===== src/rtl/ptechk_pkg.sv =====
// Package: shared encodings for the leaf entry checker.
// Assumes the standard flag layout in the low byte and a page number from bit 10.
package ptechk_pkg;

    localparam int BIT_V = 0;
    localparam int BIT_R = 1;
    localparam int BIT_W = 2;
    localparam int BIT_X = 3;
    localparam int BIT_U = 4;
    localparam int BIT_A = 6;
    localparam int BIT_D = 7;

    localparam logic [1:0] PRIV_U = 2'b00;
    localparam logic [1:0] PRIV_S = 2'b01;

    typedef enum logic [1:0] {
        ACC_FETCH = 2'b00,
        ACC_LOAD  = 2'b01,
        ACC_STORE = 2'b10,
        ACC_NONE  = 2'b11
    } acc_e;

    typedef enum logic [2:0] {
        FC_NONE       = 3'd0,
        FC_INVALID    = 3'd1,
        FC_RESERVED   = 3'd2,
        FC_USER_PAGE  = 3'd3,
        FC_SUPER_PAGE = 3'd4,
        FC_MISALIGNED = 3'd5,
        FC_DENIED     = 3'd6
    } fcode_e;

endpackage


===== src/rtl/ptechk_rules.sv =====
// Module: ptechk_rules
// Runs the ordered fault checks on one entry and reports the first failure.
// Assumes the misalignment result comes from ptechk_align for the same entry.
module ptechk_rules
    import ptechk_pkg::*;
(
    input  logic       v_i,
    input  logic       r_i,
    input  logic       w_i,
    input  logic       x_i,
    input  logic       u_i,
    input  logic       misaligned_i,
    input  logic [1:0] priv_i,
    input  logic       sum_i,
    input  logic       mxr_i,
    input  logic [1:0] access_i,
    output logic       next_level_o,
    output fcode_e     code_o
);

    acc_e acc;
    logic rights_ok;

    // Decide whether the leaf flags cover the requested access kind.
    always_comb begin
        acc = acc_e'(access_i);
        unique case (acc)
            ACC_FETCH: rights_ok = x_i;
            ACC_LOAD:  rights_ok = r_i || (x_i && mxr_i);
            ACC_STORE: rights_ok = w_i;
            default:   rights_ok = 1'b0;
        endcase
    end

    // Walk the checks in priority order; the first one that trips names the fault.
    always_comb begin
        next_level_o = 1'b0;
        code_o       = FC_NONE;
        if (!v_i) begin
            code_o = FC_INVALID;
        end else if (!(r_i || w_i || x_i)) begin
            next_level_o = 1'b1;
        end else if (w_i && !r_i) begin
            code_o = FC_RESERVED;
        end else if (u_i && (priv_i != PRIV_U) && (!sum_i || acc == ACC_FETCH)) begin
            code_o = FC_USER_PAGE;
        end else if (!u_i && (priv_i != PRIV_S)) begin
            code_o = FC_SUPER_PAGE;
        end else if (misaligned_i) begin
            code_o = FC_MISALIGNED;
        end else if (!rights_ok) begin
            code_o = FC_DENIED;
        end
    end

endmodule


===== config.mk =====
export PLATFORM = sky130hd
export DESIGN_NAME = ptechk_rules
export DESIGN_NICKNAME = d
export VERILOG_FILES = /design/src/rtl/ptechk_pkg.sv /design/src/rtl/ptechk_rules.sv
export SDC_FILE = /design/constraint.sdc
export NUM_CORES = 1
export LEC_CHECK = 0
export BUFFER_PORTS_ARGS = -buffer_cell sky130_fd_sc_hd__buf_2
export CAP_MARGIN = 20
export CELL_PAD_IN_SITES_DETAIL_PLACEMENT = 0
export CELL_PAD_IN_SITES_GLOBAL_PLACEMENT = 1
export CORE_AREA = 2 2 39 41
export DETAILED_ROUTE_END_ITERATION = 7
export DIE_AREA = 0 0 41 43
export PLACE_DENSITY = 0.44
export SLEW_MARGIN = 25
export SYNTH_ARGS = -nofsm -noshare
export SYNTH_HDL_FRONTEND = slang
export SYNTH_SLANG_ARGS = --single-unit

===== constraint.sdc =====
create_clock -name vclk -period 1.1
set_input_delay 0.22 -clock vclk [all_inputs]
set_output_delay 0.22 -clock vclk [all_outputs]
set_load 0.03 [all_outputs]

Word-level counts from Yosys, hierarchy flattened
Cells that the tools add are included.
{"block": "op_classes", "n_eq_ne": 3, "mux": 10, "reduce_logical": 14}
{"operator": "$mux W3", "count": 7}
{"operator": "$logic_and A1 B1 Y1", "count": 5}
{"operator": "$logic_or A1 B1 Y1", "count": 4}
{"operator": "$logic_not A1 Y1", "count": 3}
{"operator": "$pmux W1 S3", "count": 1}
{"operator": "$eq A2 B1 Y1 const B", "count": 1}
{"operator": "$eq A2 B2 Y1 const B", "count": 1}
{"operator": "$logic_not A2 Y1", "count": 1}
{"operator": "$mux W1", "count": 2}
{"operator": "$ne A2 B1 Y1 const B", "count": 1}
{"operator": "$reduce_bool A2 Y1", "count": 1}
{"block": "word_totals", "register_bits": 0, "elab_cells": 27}

Longest topological paths before layout
{"block": "logic_depth", "word_depth": 10, "ltp_mapped": 4}

Worst setup path after synthesis
No wires, ideal clock.
{"block": "synth_timing", "kind": "input port to output port", "startpoint": "in w_i", "endpoint": "out next_level_o", "arrival_time_ps": 1290, "t_required_ps": 880, "setup_slack_ps": -410, "cell_stages": 1, "path_buffers": 0, "cell_sequence": "nor4b_1"}
{"block": "synth_between", "elab_chain_cells": 4}
{"element": "start, declared", "line": "ptechk_rules.sv:9", "rtl": "input logic w_i,"}
{"element": "$logic_or A1 B1 Y1 (2 in a row)", "line": "ptechk_rules.sv:41", "rtl": "end else if (!(r_i || w_i || x_i)) begin"}
{"element": "$mux W1", "line": "ptechk_rules.sv:41"}
{"element": "$mux W1", "line": "ptechk_rules.sv:39", "rtl": "if (!v_i) begin"}
{"element": "end, declared", "line": "ptechk_rules.sv:17", "rtl": "output logic next_level_o,"}
No other way between the ends.

Worst setup path after layout
{"block": "layout_timing", "startpoint": "in access_i[1]", "endpoint": "out code_o[1]"}
{"block": "layout_between", "elab_chain_cells": 9}
{"element": "start, declared", "line": "ptechk_rules.sv:16", "rtl": "input logic [1:0] access_i,"}
{"element": "$eq A2 B2 Y1, or another cell as far along", "line": "ptechk_rules.sv:27", "rtl": "unique case (acc)"}
{"element": "$pmux W1 S3", "line": "ptechk_rules.sv:27"}
{"element": "$mux W3", "line": "ptechk_rules.sv:51", "rtl": "end else if (!rights_ok) begin"}
{"element": "$mux W3", "line": "ptechk_rules.sv:49", "rtl": "end else if (misaligned_i) begin"}
{"element": "$mux W3", "line": "ptechk_rules.sv:47", "rtl": "end else if (!u_i && (priv_i != PRIV_S)) begin"}
{"element": "$mux W3 *", "line": "ptechk_rules.sv:45", "rtl": "end else if (u_i && (priv_i != PRIV_U) && (!sum_i || acc == ACC_FETCH)) begin"}
{"element": "$mux W3 *", "line": "ptechk_rules.sv:43", "rtl": "end else if (w_i && !r_i) begin"}
{"element": "$mux W3 *", "line": "ptechk_rules.sv:41"}
{"element": "$mux W3 *", "line": "ptechk_rules.sv:39"}
{"element": "end, declared", "line": "ptechk_rules.sv:18", "rtl": "output fcode_e code_o"}
Mark *: on every way between the ends. The rest lies on a longest branch, timed or not.

==> reports/qor.csv <==
metric;value;unit
io_buffers;16;
fin_nets;56;
finalSetupTns;-0.504;ns
status;finished with violations;
antenna_left;0;
wirelength;610;um
core;1380;um^2
crit_arrival;1.08;ns
peakVddDrop;135;uV
end_kind;output port;
criticalPathCategory;in -> out;
synthTopCellsByArea;a22oi_2 10%, a21oi_1 8.1%, mux2i_1 8.1%;
startpoint;access_i[1];
worstPathRequired;0.88;ns
period_share;118;%
min_from;r_i;
grt_pass1_wl;1.01;mm
tightest_slew;0.295;ns
report.final.hold_viol_count;0;
synth_area_per_cell;6.52;um^2
place_congestion;0.708;
slew_violations;0;
die_height;43;um
cp_max_fo;3;
power_frac_clock;0;%
timing.fmax;0.770;GHz
antenna_found_initial;0;
rows;14;
setup-violations-final;3;
post-place-ws;-0.296;ns
yosysSeqAreaShare;0;%
via_per_inst;4.19;
synthCells;19;
drt_iter0_markers;0;
dp_hpwl;516;um
rsz0062_at_grt;true;
grt_pass1_vias;261;
p_leak;0.183;nW
ios;16;
violations;setup timing;
wire_per_inst;10.5;um
grt_util_met2;14.1;%
ys_types;16;
synth.largest_area_cell;a22oi_2;
ff_latch_area;0;um^2
seq_cell_count;0;
grt_util_all_layers;7.80;%
synth_nets;31;
cp-start-kind;input port;
period_minus_slack;1.30;ns
p_switching;88.6;uW
overflow;0;
pwr-share-seq;0;%
power_density;456;nW/um^2
synth_area;124;um^2
die-area;1760;um^2
first_pass_iters;1;
num_antenna_cells;0;
syn2layout_area_growth;252;%
cap_violations;0;
p_int;110;uW
vias;243;
drive_above_1_share;83.3;%
p_comb_share;100.0;%
die_w;41;um
synthTopCellsByCount;2 x a21oi_1, 2 x nor2_1, 2 x o21ai_0;
clkbuf_count;0;
setup_ws;-0.198;ns
grt_max_degree;6;
holdBufCountCts;0;
grt_use_met3;1.05;%
ys_warn_count;0;
min_path_type;in -> out;
swShare;44.7;%
busiest_layer;met2;
fillerInstances;150;
synth.top_cell.area_share;10.1;%
relSlewSlack;80.1;%
use_met1;9.84;%
start_util;8.95;%
timing.hold.ws;0.731;ns
drc;0;
## cell usage in the layout, fill, tap and decap left out, drive strengths merged
| master | instances |
|---|---|
| nor4b | 1 |
| inv | 1 |
| o31ai | 1 |
| nor2 | 2 |
| o22ai | 1 |
| nor3 | 1 |
| nand2b | 1 |
| o211ai | 1 |
| a211oi | 1 |
| mux2i | 1 |
| nor2b | 1 |
| a21oi | 2 |
| o21ba | 1 |
| buf | 23 |
| o21ai | 3 |
| a22oi | 1 |
## layer usage
metal,wire (um),vias up
met5,0,-
met4,0,0
met3,69,0
met2,310,15
met1,230,107
li1,-,121
## logic make-up after synthesis
kind of cell | synth area share [%]
muxes | 8.08
AOI/OAI and AO/OA | 61.6
buffers and inverters | 3.03
and+or+nand+nor | 27.3
## worst max-delay path, cell delays in order
cell	delay, ns
buf_8	0.08
mux2i_4	0.23
o22ai_4	0.10
nor3_2	0.16
o21ba_2	0.15
buf_6	0.12
## power groups by stage
stage               Combinational (mW)  Sequential (mW)  Clock (mW)
finish                           0.198                0           0
global route                     0.213                0           0
CTS                              0.173                0           0
detailed placement               0.139                0           0
global placement                 0.135                0           0
floorplan                       0.0694                0           0
## layout make-up
type	count	area [um^2]	share of cell area, %
inverter	1	3.75	0.862
timing repair buffer	23	213	48.9
multi-input combinational	18	199	45.7
tap	16	20.0	4.60
## stage by stage
| stage | util (%) | power [mW] | instance area, um^2 | instances |
|---|---|---|---|---|
| 2_1_floorplan | - | 0.0694 | 153 | 19 |
| 3_3_place_gp | 22.1 | 0.135 | 305 | 58 |
| 3_5_place_dp | 22.1 | 0.139 | 305 | 58 |
| 4_1_cts | 27.6 | 0.173 | 382 | 58 |
| 5_1_grt | 31.5 | 0.213 | 435 | 58 |
| 6_report | 31.5 | 0.198 | 435 | 58 |
## worst paths after layout
check,end,cells after the start
hold / removal,next_level_o,3
setup / recovery,code_o[1],6
## what timing repair did
action                                  in CTS  in global routing
setup buffers                                0                  0
endpoints found under the setup margin       4                  4
endpoints found under the hold margin        0                  0
resized for setup                           20                 12
pin swaps                                    8                  6
No activity file was read; power rests on OpenSTA's default activity.
